`src/rtl/acl_pkg.sv`:
```
package acl_pkg;

    localparam int LIST_ID_W = 16;
    localparam int KEY_W     = 16;
    localparam int PERM_W    = 3;

    localparam int PERM_RD = 2;
    localparam int PERM_WR = 1;
    localparam int PERM_EX = 0;

    typedef struct packed {
        logic                 valid;
        logic [LIST_ID_W-1:0] list_id;
        logic [KEY_W-1:0]     key;
        logic [PERM_W-1:0]    perm;
    } acl_entry_t;

endpackage

```
`src/rtl/acl_match.sv`:
```
module acl_match
    import acl_pkg::*;
#(
    parameter int NUM_ENTRIES = 4,
    localparam int IDX_W = (NUM_ENTRIES > 1) ? $clog2(NUM_ENTRIES) : 1
) (
    input  acl_entry_t [NUM_ENTRIES-1:0] entries,
    input  logic [LIST_ID_W-1:0]         list_id,
    input  logic [KEY_W-1:0]             key,
    output logic [NUM_ENTRIES-1:0]       match_vec,
    output logic                         hit,
    output logic [IDX_W-1:0]             hit_idx,
    output logic [PERM_W-1:0]            hit_perm
);

    for (genvar g = 0; g < NUM_ENTRIES; g++) begin : g_cmp
        assign match_vec[g] = entries[g].valid
                            && (entries[g].list_id == list_id)
                            && (entries[g].key == key);
    end

    always_comb begin
        hit      = |match_vec;
        hit_idx  = '0;
        hit_perm = '0;
        for (int i = 0; i < NUM_ENTRIES; i++) begin
            if (match_vec[i]) begin
                hit_idx  = IDX_W'(i);
                hit_perm = hit_perm | entries[i].perm;
            end
        end
    end

endmodule

```
`src/rtl/acl_victim.sv`:
```
module acl_victim #(
    parameter int NUM_ENTRIES = 4,
    localparam int IDX_W = (NUM_ENTRIES > 1) ? $clog2(NUM_ENTRIES) : 1
) (
    input  logic [NUM_ENTRIES-1:0] valid_vec,
    input  logic [IDX_W-1:0]       rr_ptr,
    output logic [IDX_W-1:0]       victim_idx,
    output logic                   all_valid
);

    logic [IDX_W-1:0] free_idx;

    always_comb begin
        free_idx = '0;
        for (int i = NUM_ENTRIES - 1; i >= 0; i--) begin
            if (!valid_vec[i]) begin
                free_idx = IDX_W'(i);
            end
        end
        all_valid  = &valid_vec;
        victim_idx = all_valid ? rr_ptr : free_idx;
    end

endmodule

```
`src/rtl/acl_store.sv`:
```
module acl_store
    import acl_pkg::*;
#(
    parameter int NUM_ENTRIES = 4,
    localparam int IDX_W = (NUM_ENTRIES > 1) ? $clog2(NUM_ENTRIES) : 1
) (
    input  logic                         clk,
    input  logic                         rst_n,
    input  logic                         wr_en,
    input  logic [IDX_W-1:0]             wr_idx,
    input  acl_entry_t                   wr_entry,
    input  logic                         ptr_adv,
    input  logic                         flush_en,
    input  logic [LIST_ID_W-1:0]         flush_list_id,
    output acl_entry_t [NUM_ENTRIES-1:0] entries,
    output logic [NUM_ENTRIES-1:0]       valid_vec,
    output logic [IDX_W-1:0]             rr_ptr
);

    typedef struct packed {
        acl_entry_t [NUM_ENTRIES-1:0] ent;
        logic [IDX_W-1:0]             ptr;
    } store_state_t;

    store_state_t st_d;
    store_state_t st_q;

    always_comb begin
        st_d = st_q;
        if (flush_en) begin
            for (int i = 0; i < NUM_ENTRIES; i++) begin
                if (st_q.ent[i].list_id == flush_list_id) begin
                    st_d.ent[i].valid = 1'b0;
                end
            end
        end
        if (wr_en) begin
            st_d.ent[wr_idx] = wr_entry;
        end
        if (ptr_adv) begin
            if (st_q.ptr == IDX_W'(NUM_ENTRIES - 1)) begin
                st_d.ptr = '0;
            end else begin
                st_d.ptr = st_q.ptr + 1'b1;
            end
        end
    end

    always_ff @(posedge clk) begin
        if (!rst_n) begin
            st_q <= '0;
        end else begin
            st_q <= st_d;
        end
    end

    assign entries = st_q.ent;
    assign rr_ptr  = st_q.ptr;

    for (genvar g = 0; g < NUM_ENTRIES; g++) begin : g_valid
        assign valid_vec[g] = st_q.ent[g].valid;
    end

endmodule

```
`src/rtl/acl_check_cache.sv`:
```
module acl_check_cache
    import acl_pkg::*;
#(
    parameter int NUM_ENTRIES = 4,
    parameter int KEYRING_W   = 32
) (
    input  logic                 clk,
    input  logic                 rst_n,
    input  logic                 lk_valid,
    input  logic [LIST_ID_W-1:0] lk_list_id,
    input  logic [KEYRING_W-1:0] lk_keyring,
    output logic                 lk_hit,
    output logic                 lk_fault,
    output logic                 lk_read,
    output logic                 lk_write,
    output logic                 lk_exec,
    input  logic                 fill_en,
    input  logic [LIST_ID_W-1:0] fill_list_id,
    input  logic [KEY_W-1:0]     fill_key,
    input  logic [PERM_W-1:0]    fill_perm,
    input  logic                 flush_en,
    input  logic [LIST_ID_W-1:0] flush_list_id
);

    localparam int IDX_W = (NUM_ENTRIES > 1) ? $clog2(NUM_ENTRIES) : 1;

    acl_entry_t [NUM_ENTRIES-1:0] entries;
    logic [NUM_ENTRIES-1:0]       valid_vec;
    logic [IDX_W-1:0]             rr_ptr;

    logic [KEY_W-1:0]       lk_key;
    logic                   lk_bypass;
    logic [NUM_ENTRIES-1:0] lk_match_vec;
    logic                   lk_found;
    logic [IDX_W-1:0]       lk_idx;
    logic [PERM_W-1:0]      lk_perm;

    logic [NUM_ENTRIES-1:0] fl_match_vec;
    logic                   fl_found;
    logic [IDX_W-1:0]       fl_idx;
    logic [PERM_W-1:0]      fl_perm;

    logic [IDX_W-1:0] victim_idx;
    logic             all_valid;

    logic             wr_en;
    logic [IDX_W-1:0] wr_idx;
    acl_entry_t       wr_entry;
    logic             ptr_adv;

    assign lk_key    = lk_keyring[KEY_W-1:0];
    assign lk_bypass = (lk_key == '0);

    acl_match #(.NUM_ENTRIES(NUM_ENTRIES)) u_lk_match (
        .entries   (entries),
        .list_id   (lk_list_id),
        .key       (lk_key),
        .match_vec (lk_match_vec),
        .hit       (lk_found),
        .hit_idx   (lk_idx),
        .hit_perm  (lk_perm)
    );

    acl_match #(.NUM_ENTRIES(NUM_ENTRIES)) u_fl_match (
        .entries   (entries),
        .list_id   (fill_list_id),
        .key       (fill_key),
        .match_vec (fl_match_vec),
        .hit       (fl_found),
        .hit_idx   (fl_idx),
        .hit_perm  (fl_perm)
    );

    acl_victim #(.NUM_ENTRIES(NUM_ENTRIES)) u_victim (
        .valid_vec  (valid_vec),
        .rr_ptr     (rr_ptr),
        .victim_idx (victim_idx),
        .all_valid  (all_valid)
    );

    always_comb begin
        wr_en            = fill_en;
        wr_idx           = fl_found ? fl_idx : victim_idx;
        wr_entry.valid   = 1'b1;
        wr_entry.list_id = fill_list_id;
        wr_entry.key     = fill_key;
        wr_entry.perm    = fill_perm;
        ptr_adv          = fill_en && !fl_found && all_valid;
    end

    acl_store #(.NUM_ENTRIES(NUM_ENTRIES)) u_store (
        .clk           (clk),
        .rst_n         (rst_n),
        .wr_en         (wr_en),
        .wr_idx        (wr_idx),
        .wr_entry      (wr_entry),
        .ptr_adv       (ptr_adv),
        .flush_en      (flush_en),
        .flush_list_id (flush_list_id),
        .entries       (entries),
        .valid_vec     (valid_vec),
        .rr_ptr        (rr_ptr)
    );

    always_comb begin
        lk_hit   = 1'b0;
        lk_fault = 1'b0;
        lk_read  = 1'b0;
        lk_write = 1'b0;
        lk_exec  = 1'b0;
        if (lk_valid) begin
            if (lk_bypass) begin
                lk_read  = 1'b1;
                lk_write = 1'b1;
                lk_exec  = 1'b1;
            end else if (lk_found) begin
                lk_hit   = 1'b1;
                lk_read  = lk_perm[PERM_RD];
                lk_write = lk_perm[PERM_WR];
                lk_exec  = lk_perm[PERM_EX];
            end else begin
                lk_fault = 1'b1;
            end
        end
    end

endmodule

```
`config.mk`:
```
export PLATFORM = sky130hd
export DESIGN_NAME = acl_check_cache
export DESIGN_NICKNAME = d
export VERILOG_FILES = /design/src/rtl/acl_pkg.sv /design/src/rtl/acl_match.sv /design/src/rtl/acl_victim.sv /design/src/rtl/acl_store.sv /design/src/rtl/acl_check_cache.sv
export SDC_FILE = /design/constraint.sdc
export NUM_CORES = 1
export LEC_CHECK = 0
export BUFFER_PORTS_ARGS = -buffer_cell sky130_fd_sc_hd__buf_2
export CAP_MARGIN = 25
export CORE_ASPECT_RATIO = 0.6
export CORE_UTILIZATION = 50
export DETAILED_ROUTE_END_ITERATION = 16
export HOLD_SLACK_MARGIN = 0.1
export PLACE_DENSITY = 0.7
export SYNTH_ARGS = -nofsm -noshare
export SYNTH_HDL_FRONTEND = slang
export SYNTH_SLANG_ARGS = --single-unit
```
`constraint.sdc`:
```
create_clock -name clk -period 3.1 [get_ports clk]
set_clock_uncertainty 0.15 [all_clocks]
set_input_delay 0.31 -clock clk [delete_from_list [all_inputs] [get_ports clk]]
set_output_delay 0.31 -clock clk [all_outputs]
set_load 0.005 [all_outputs]
```
==> summary.md, run 1 <==
| Metric | Value |
|---|---|
| Crit path kind | reg -> out |
| Cts bufs inserted | 17 |
| Placed cells | 1419 |
| Final Core Density | 64.6% |
| Fin Setup TNS | -0.188 ns |
| Vias | 8684 |
| Synth Area in Compound Gates | 2.55% |
| Status | complete, but fails checks |
| Pwr Total | 0.00523 W |
| Synth Register Bits | 146 |
| Row count | 38 |
| Top cell by count, worst path | nand4_1 |
| Post-Synth Adder-Cell Area | 0.131% |
| Violated checks | negative setup slack |
| Mux share of post-synthesis cell area | 14.6% |
| Max-slew headroom | 58.7% |
| CTS Buffer Depth | 2 |
| Vias in the first global route | 8054 |
| Unique masters post-synth | 43 |
| Final setup viols | 4 |
| CTS sink cnt | 146 |
| Clk root buf | clkbuf_16 |
| Yosys warns | 0 |
| Largest net degree at the start of global routing | 73 |
| Critical Path, Cell by Cell | xnor2_1 > nand4_1 > nor4_1 > nand4_1 > or4_4 > o21a_1 > a21boi_1 > buf_2 |
| Worst VDD drop | 0.392 mV |
| Pins Over Slew Limit | 0 |
| Final std cells w/o fill | 1464 |
| Antenna violations before repair | 2 |
| Worst Path Required | 2.64 ns |
| RSZ-0062 raised after global routing | true |
| Asr flop ratio synth | 0% |
| Layout cells sized above 1 | 25.5% |
| R2r setup slk | 0.08 ns |
| Pleak | 5.00 nW |
| DRC errors left | 0 |
| Number of I/O port buffers | 92 |
| Mean Syn Cell Area | 9.08 µm² |
| Crit. End Element | primary output |
| Routability cong. | 1.11 |
| Slew @ Worst Pin | 0.618 ns |
| Io pins | 109 |
| Ant diodes | 0 |
| Syn Nets | 1161 |
| Cell Pwr Density | 441 nW/µm² |
| Vert. Die Dim | 109 µm |
| Worst EP arrival | 2.69 ns |
| Routed wire length | 38.4 mm |
| Slowest cell on the critical path | or4_4 |
| Max FO, Critical Path | 5 |
| Number of cells on the worst hold path | 3 |
| Total track usage | 38.9% |
| Full die area | 19700 µm² |
| Worst skew pair latency | 0.44 ns |
| Minimum clock period | 3.15 ns |
| Combinational family with the most area after synthesis | XOR/XNOR gates |
| Initial DRC Count | 1198 |
| FMAX | 317 MHz |
| Post-DP HPWL | 30.0 mm |
| Synth Instances | 1056 |
| Hold Fails Final Rpt | 0 |
| Crit share post-route | 102% |
| EDFF count, synth | 0 |
| Area Overhead vs Synth | 23.9% |
| First-pass GRT wire length | 53.8 mm |
| Pre-antenna DRT Iters | 8 |
| HP Start | fill_key[13] |
| Core Box Area | 18400 µm² |
| Post-detailed-route count of antenna-violating nets | 0 |
| Routed len/inst | 26.3 µm |
| FILL cells | 1576 |
| Total gr overflow | 0 |
| Setup WS post-layout | -0.0544 ns |
| Clock-pin transition on the worst setup and hold timing paths | 0.06 ns |
| Sequential area share after synthesis | 30.5% |
| CP max stage delay | 0.52 ns |
| Initial Util | 52.1% |
| Cell Area, Synth | 9580 µm² |
| Post-synth top flop | dfxtp_1 |
| Max_cap viols | 0 |
| Post-Synth XOR/XNOR Area | 29.0% |
| Worst Setup Start Kind | flop |
| Post-layout nets | 1316 |
| R2R cell count | 10 |
| Post-Synth Simple-Gate Area | 15.5% |
| Depth of the CTS H-tree | 4 |
| Vias/cell | 5.93 |
| DP Worst Slack | -0.195 ns |
| Die width | 181 µm |
| HP Class | in -> reg |
| CTS tree | yes |
==> cells in the final DEF, fill, tap and decap left out, drive strengths merged, types with 3 or more instances in the layout <==
cell type    count
a21boi           3
a21oi            8
a222oi           3
a31oi            3
buf            223
clkbuf          24
clkinv           4
clkinvlp         3
dfxtp          146
dlygate4sd3      4
inv             15
mux2i          140
nand2          182
nand3           14
nand4           51
nor3             6
nor4            43
o21a             5
o21ai            7
or4              4
xnor2          195
xor2           121
==> through the flow <==
step / hold slack [ns] / area, µm²
4_1_cts: 0.111 / 11600
3_5_place_dp: 0.303 / 10700
6_report: 0.118 / 11900
2_1_floorplan: 0.284 / 9580
3_3_place_gp: 0.295 / 10700
5_1_grt: 0.128 / 11900
==> layout make-up <==
cell class                      count  area [µm²]  area share, %
Clock inverter                     11         128           1.07
Timing Repair Buffer              230        1710           14.4
Tap cell                          240         300           2.53
Multi-Input combinational cell    803        6280           52.9
Inverter                           13        48.8          0.411
Clock buffer                       21         470           3.96
Sequential cell                   146        2950           24.8
==> cells in the mapped netlist (2+ instances only) <==
cell / count / area, µm²
xnor2_1: 195 / 1710
nand2_1: 182 / 683
dfxtp_1: 146 / 2920
mux2i_1: 140 / 1400
xor2_1: 120 / 1050
nand4_1: 51 / 319
clkbuf_1: 45 / 169
nor4_1: 43 / 269
buf_6: 21 / 236
nand3_1: 14 / 70.1
inv_1: 13 / 48.8
a21oi_1: 8 / 40.0
buf_2: 8 / 40.0
buf_4: 7 / 52.6
buf_12: 6 / 120
nor3_1: 6 / 30.0
o21ai_0: 6 / 30.0
o21a_1: 5 / 37.5
dlygate4sd3_1: 4 / 40.0
a21boi_0: 3 / 22.5
a222oi_1: 3 / 30.0
a31oi_1: 3 / 18.8
or4_1: 3 / 22.5
a221oi_1: 2 / 17.5
and2_1: 2 / 12.5
clkbuf_8: 2 / 27.5
nor2_1: 2 / 7.51
==> power breakdown <==
part	switching, W	internal (W)	total (W)
sequential	0.0000819	0.00194	0.00202
combinational	0.000618	0.000441	0.00106
clock	0.000899	0.00125	0.00215
==> cell families (layout without fill, tap and decap cells) <==
group           after synthesis  in the layout
fa+ha+maj                     1              1
simple gates                311            311
xor+xnor                    316            316
flops                       146            146
buf+inv                     107            275
mux                         140            140
compound gates               35             35
==> metal layers <==
metal,global-route usage [%],routed length (µm),share of wire (%),vias up
li1,-,-,-,3843
met1,54.9,16900,44,4170
met2,53.0,14800,38,599
met3,15.8,5710,15,70
met4,11.1,964,2.5,2
met5,4.00,108,0.28,-
==> how the worst max path moves through the flow <==
stage | startpoint | end | slack (ns) | depth (start not counted)
6_report | flop | lk_write | -0.05 | 8
4_1_cts | flop | lk_exec | -0.02 | 8
5_1_grt | flop | lk_write | -0.07 | 8
3_5_place_dp | fill_list_id[0] | flop | -0.19 | 11
2_1_floorplan | fill_list_id[0] | flop | 0.52 | 10
3_3_place_gp | fill_list_id[0] | flop | -0.18 | 11
==> critical path: cells and delay by family, from the launching register on <==
| family | cells | cell delay (ns) |
|---|---|---|
| AND/OR/NAND/NOR | 4 | 1.16 |
| AO/OA/AOI/OAI | 2 | 0.33 |
| flip-flops | 1 | 0.36 |
| buffers and inverters | 1 | 0.13 |
| XOR/XNOR | 1 | 0.28 |
==> what timing repair did <==
action | in CTS | in global routing
setup buffers | 1 | 5
cloned | 0 | 3
resized for setup | 32 | 32
endpoints found under the hold margin | 13 | 0
setup endpoints to repair | 67 | 149
pin swaps | 14 | 18
hold buffers | 4 | 0
Note: power is estimated with default switching activity, not from simulation.
==> run 2, diff against run 1 <==
--- a/config.mk
+++ b/config.mk
@@ -8,6 +8,7 @@
 export BUFFER_PORTS_ARGS = -buffer_cell sky130_fd_sc_hd__buf_2
 export CAP_MARGIN = 25
 export CORE_ASPECT_RATIO = 0.6
+export CORE_MARGIN = 4
 export CORE_UTILIZATION = 50
 export DETAILED_ROUTE_END_ITERATION = 16
 export HOLD_SLACK_MARGIN = 0.1
==> run 2 against run 1 <==
Compared with the run above:
- the run still ends with negative setup slack left
- fmax down 0.44%
- total power down 1.2%
- largest power group unchanged
- hold slack better by 0.011 ns
- global-route usage down 4.7 points
- via count down 1.9%
- critical path depth up 1
- critical path type unchanged
==> summary.md, run 2 (synthesized netlist as in run 1, its figures left out) <==
| Metric | Value |
|---|---|
| Hold Fails Final Rpt | 0 |
| Pre-antenna DRT Iters | 5 |
| Cts bufs inserted | 17 |
| Clock-pin transition on the worst setup and hold timing paths | 0.06 ns |
| CTS sink cnt | 146 |
| Clk root buf | clkbuf_16 |
| Vert. Die Dim | 115 µm |
| Vias in the first global route | 8071 |
| Post-detailed-route count of antenna-violating nets | 0 |
| Cell Pwr Density | 436 nW/µm² |
| Vias/cell | 5.79 |
| Crit share post-route | 102% |
| Pleak | 4.99 nW |
| R2r setup slk | 0.02 ns |
| CTS tree | yes |
| Crit path kind | reg -> out |
| Area Overhead vs Synth | 23.8% |
| Row count | 38 |
| Final std cells w/o fill | 1471 |
| Minimum clock period | 3.17 ns |
| Violated checks | negative setup slack |
| Post-layout nets | 1323 |
| Pins Over Slew Limit | 0 |
| Worst EP arrival | 2.71 ns |
| Reg area | 2940 µm² |
| First-pass GRT wire length | 53.1 mm |
| Placed cells | 1426 |
| Max FO, Critical Path | 5 |
| Total track usage | 34.2% |
| Full die area | 21500 µm² |
| Final setup viols | 4 |
| GRT busiest layer | met1 |
| Worst skew pair latency | 0.44 ns |
| CTS Buffer Depth | 2 |
| Commonest non-fill, non-tap cell in the layout | nand2_1 |
| Total gr overflow | 0 |
| HP Class | in -> reg |
| Area of the multi-input gates | 6270 µm² |
| Io pins | 109 |
| Post-DP HPWL | 29.6 mm |
| Most frequent cells in the layout | nand2_1, xnor2_1, mux2i_1 |
| Die width | 187 µm |
| RSZ-0062 raised after global routing | true |
| DRC errors left | 0 |
| Core Box Area | 18400 µm² |
| Slew @ Worst Pin | 0.662 ns |
| Status | complete, but fails checks |
| Vias | 8517 |
| Met1 GRT Util | 50.5% |
| Worst VDD drop | 0.374 mV |
| Max-slew headroom | 55.7% |
| Routed wire length | 38.2 mm |
| Depth of the CTS H-tree | 4 |
| Routed len/inst | 25.9 µm |
| Largest net degree at the start of global routing | 67 |
| DP Worst Slack | -0.0399 ns |
| Initial Util | 52.0% |
| Routability cong. | 1.12 |
| GR met3 Demand/Resource | 13.6% |
| Layout cells sized above 1 | 26.2% |
| Setup WS post-layout | -0.0684 ns |
| Global routing usage on met2 | 46.4% |
| Ant diodes | 0 |
| Max_cap viols | 0 |
| Worst Path Required | 2.64 ns |
| Number of I/O port buffers | 92 |
| Antenna violations before repair | 1 |
| WHS | 0.129 ns |
| Initial DRC Count | 1081 |
| Worst Setup Start Kind | flop |
| Crit. End Element | primary output |
| FMAX | 316 MHz |
| FILL cells | 1552 |
[run 2: cell count changes in the layout (fill, tap and decap cells not counted), moves of 4 or more]
| cell | delta |
|---|---|
| buf_6 | +4 |
| clkinv_2 | +4 |
| buf_4 | +5 |
| dfxtp_2 | +5 |
[run 2: repair_timing]
item / 4_1_cts / 5_1_grt
cloned: 0 / 3
buffers inserted: 0 / 6
hold buffers: 4 / 0
pin swaps: 8 / 26
endpoints found under the hold margin: 13 / 0
endpoints found under the setup margin: 5 / 108
resized for setup: 28 / 40
[run 2: path summary, 6_finish.rpt]
check	startpoint	end	cells after the start
hold reg to reg	flop	flop	2
hold / removal	fill_key[7]	flop	3
setup reg to reg	flop	flop	11
setup / recovery	flop	lk_exec	9
[run 2: final cells by class]
type,instances,area share [%]
clock buffers,18,3.62
clock inverters,14,1.17
inverters,13,0.411
multi-input cells,803,52.8
flip-flops and latches,146,24.8
well taps,240,2.53
repair buffers,237,14.7
[run 2: worst max-delay path: stages, from the launching register on]
cell and delay [ns]:
dfxtp_2 0.33, xnor2_1 0.18, buf_4 0.17, nand4_1 0.11
nor4_1 0.27, nand4_1 0.20, or4_4 0.52, o21a_1 0.20
a21boi_1 0.14, buf_2 0.13
[run 2: layer usage]
| metal | vias to the layer above | part of all wire [%] |
|---|---|---|
| met5 | - | 0.034 |
| met4 | 2 | 1.9 |
| met1 | 4115 | 45 |
| li1 | 3862 | - |
| met2 | 492 | 39 |
| met3 | 46 | 14 |
[run 2: report_power, final]
part | leakage (nW) | switching [W] | internal [W]
Clock | 0.276 | 0.000872 | 0.00118
Combinational | 3.52 | 0.000635 | 0.000467
Sequential | 1.19 | 0.0000761 | 0.00194
Total | 4.99 | 0.00158 | 0.00359
[run 2: metrics by stage]
| step | utilization (%) | cell area, µm² | TNS, ns | total power [W] |
|---|---|---|---|---|
| after global placement | 58.5 | 10800 | -0.0170 | 0.00304 |
| after detailed placement | 58.5 | 10800 | -0.0399 | 0.00304 |
| after global routing | 64.3 | 11900 | -0.758 | 0.00530 |
| after CTS | 62.5 | 11500 | 0 | 0.00509 |
| after floorplan | - | 9580 | 0 | 0.00262 |
| final | 64.3 | 11900 | -0.198 | 0.00517 |
==> run 3, diff against run 2 <==
--- a/config.mk
+++ b/config.mk
@@ -5,14 +5,17 @@
 export SDC_FILE = /design/constraint.sdc
 export NUM_CORES = 1
 export LEC_CHECK = 0
+export ABC_AREA = 1
 export BUFFER_PORTS_ARGS = -buffer_cell sky130_fd_sc_hd__buf_2
 export CAP_MARGIN = 25
+export CELL_PAD_IN_SITES_DETAIL_PLACEMENT = 0
+export CELL_PAD_IN_SITES_GLOBAL_PLACEMENT = 1
 export CORE_ASPECT_RATIO = 0.6
 export CORE_MARGIN = 4
-export CORE_UTILIZATION = 50
+export CORE_UTILIZATION = 42
 export DETAILED_ROUTE_END_ITERATION = 16
 export HOLD_SLACK_MARGIN = 0.1
-export PLACE_DENSITY = 0.7
+export PLACE_DENSITY_LB_ADDON = 0.1
 export SYNTH_ARGS = -nofsm -noshare
 export SYNTH_HDL_FRONTEND = slang
 export SYNTH_SLANG_ARGS = --single-unit
==> run 3 against run 2 <==
Compared with the run above:
- the flow now finishes without violations
- hold slack better by 0.0042 ns
- wire length up 88%
- design area rose by 20%
- sequential share of layout area decreased by 4.1 points
- clock-buffer cell count unchanged
- critical endpoint is now lk_hit
==> summary.md, run 3 <==
| Metric | Value |
|---|---|
| Max-slew headroom | 38.5% |
| Routability cong. | 1.10 |
| Vias/cell | 5.98 |
| Worst skew pair latency | 0.47 ns |
| Final setup viols | 0 |
| Worst VDD drop | 0.357 mV |
| Mean Syn Cell Area | 5.67 µm² |
| Top-count cell post-synth | nand2_1 |
| Io pins | 109 |
| Unique masters post-synth | 46 |
| Crit path kind | reg -> out |
| Die width | 230 µm |
| Placed cells | 2655 |
| Clk root buf | clkbuf_16 |
| Initial Util | 42.8% |
| Pins Over Slew Limit | 0 |
| Vias in the first global route | 14.2k |
| Area Overhead vs Synth | 15.0% |
| Asr flop ratio synth | 0% |
| Post-layout nets | 2383 |
| Commonest non-fill, non-tap cell in the layout | nand2_1 |
| WHS | 0.133 ns |
| Syn Nets | 2288 |
| Post-Synth Simple-Gate Area | 47.4% |
| Slew @ Worst Pin | 0.915 ns |
| Post-detailed-route count of antenna-violating nets | 0 |
| Worst Path Required | 2.64 ns |
| Cell Area, Synth | 12400 µm² |
| Total gr overflow | 0 |
| Most frequent cells after synthesis | nand2_1, nor2_1, inv_1, nand3_1, dfxtp_1 |
| Sequential area share after synthesis | 23.6% |
| Layout cells sized above 1 | 12.4% |
| Post-Synth XOR/XNOR Area | 7.85% |
| Hold Fails Final Rpt | 0 |
| Largest net degree at the start of global routing | 58 |
| Post-DP HPWL | 58.7 mm |
| Vert. Die Dim | 141 µm |
| Pleak | 6.47 nW |
| Minimum clock period | 3.09 ns |
| Most frequent cells in the layout | nand2_1, nor2_1, inv_1 |
| Dominant cell type by area after synthesis | dfxtp_1 |
| Routed len/inst | 26.7 µm |
| Max FO, Critical Path | 7 |
| Post-synth top flop | dfxtp_1 |
| Status | completed |
| Total track usage | 43.0% |
| Row count | 48 |
| Vias | 16.1k |
| Initial DRC Count | 2520 |
| Depth of the CTS H-tree | 4 |
| FMAX | 323 MHz |
| Max_cap viols | 0 |
| Core Box Area | 28900 µm² |
| Antenna violations before repair | 1 |
| Post-DP Area | 13600 µm² |
| Mux share of post-synthesis cell area | 0% |
| Clock-pin transition on the worst setup and hold timing paths | 0.07 ns |
| Setup WS post-layout | 0.00865 ns |
| HP Class | in -> reg |
| Number of I/O port buffers | 92 |
| CTS Buffer Depth | 2 |
| Routed wire length | 71.8 mm |
| Ant diodes | 0 |
| Synth Register Bits | 146 |
| Cts bufs inserted | 17 |
| Combinational family with the most area after synthesis | simple AND/OR/NAND/NOR gates |
| Worst EP arrival | 2.63 ns |
| Design area | 14200 µm² |
| DP Worst Slack | 0.244 ns |
| Pre-antenna DRT Iters | 8 |
| Synth Area in Compound Gates | 9.35% |
| Crit. End Element | primary output |
| DRC errors left | 0 |
| Synth Instances | 2183 |
| Full die area | 32400 µm² |
| Post-Synth Adder-Cell Area | 0.101% |
| Synth top area cells | dfxtp_1, nand2_1, nor2_1, nand3_1, inv_1 |
| Yosys top cell area share | 23.6% |
| Yosys warns | 0 |
| Cell Pwr Density | 411 nW/µm² |
| Final std cells w/o fill | 2691 |
| CTS sink cnt | 146 |
| EDFF count, synth | 0 |
| Crit share post-route | 99.7% |
| CTS tree | yes |
| First-pass GRT wire length | 101 mm |
| Worst Setup Start Kind | flop |
## run 3: cell count changes after synthesis, moves of 54 or more
| cell | delta |
|---|---|
| inv_1 | +190 |
| a21oi_1 | +85 |
| xor2_1 | -64 |
| nand3_1 | +182 |
| xnor2_1 | -140 |
| nor2_1 | +386 |
| nand2_1 | +469 |
| mux2i_1 | -140 |
| o21ai_0 | +54 |
## run 3: worst paths after layout
path | start | end | slack, ns | cells after the start
setup / recovery | flop | lk_hit | 0.009 | 9
hold / removal | fill_en | u_store.rr_ptr[1]$_SDFFE_PN0P_ | 0.13 | 3
setup reg to reg | flop | flop | 0.16 | 17
hold reg to reg | flop | flop | 0.34 | 2
## run 3: repair_timing
action	CTS	global route
resized for setup	5	30
setup endpoints to repair	3	4
hold buffers	3	0
endpoints found under the hold margin	9	0
setup buffers	0	1
## run 3: final cells by class
cell class / count / area, µm²
timing repair buffer: 178 / 1300
fill: 3171 / 14600
inverter: 230 / 870
multi-input combinational: 1705 / 8070
tap: 400 / 500
clock buffer: 18 / 429
sequential: 146 / 2950
clock inverter: 14 / 118
## run 3: layer usage
layer | routed length (µm) | track usage (%) | up-vias
met5 | 13 | 0 | -
met4 | 1790 | 9.72 | 2
met3 | 12600 | 19.1 | 132
met2 | 26500 | 57.0 | 1255
met1 | 30900 | 63.1 | 7547
li1 | - | - | 7165
## run 3: logic make-up (layout without fill, tap and decap cells)
logic type	count (synthesis)	after routing
buf+inv	332	440
flops	146	146
compound gates	211	211
xor+xnor	111	111
simple gates	1382	1382
fa+ha+maj	1	1
## run 3: stage by stage
step	setup TNS (ns)	power [W]	utilization (%)
global route	-0.00957	0.00601	49.3
global placement	0	0.00371	47.0
detailed placement	0	0.00372	47.0
finish	0	0.00585	49.3
floorplan	0	0.00302	-
CTS	0	0.00574	49.0
## run 3: critical path, cell delays in order (launching register included)
cell and delay [ns]:
dfxtp_1 0.66, inv_1 0.13, nand2_1 0.18, nand4_1 0.14, nor4_1 0.32, nand3_1 0.14, nor2_1 0.17, nor2_1 0.13
a21oi_1 0.17, buf_2 0.14
## run 3: power breakdown
part	leakage [nW]	switching, W	internal, W	total, W
clock network	0.261	0.00100	0.00104	0.00205
registers	1.20	0.000150	0.00197	0.00212
logic	5.01	0.00118	0.000510	0.00169
total	6.47	0.00233	0.00352	0.00585
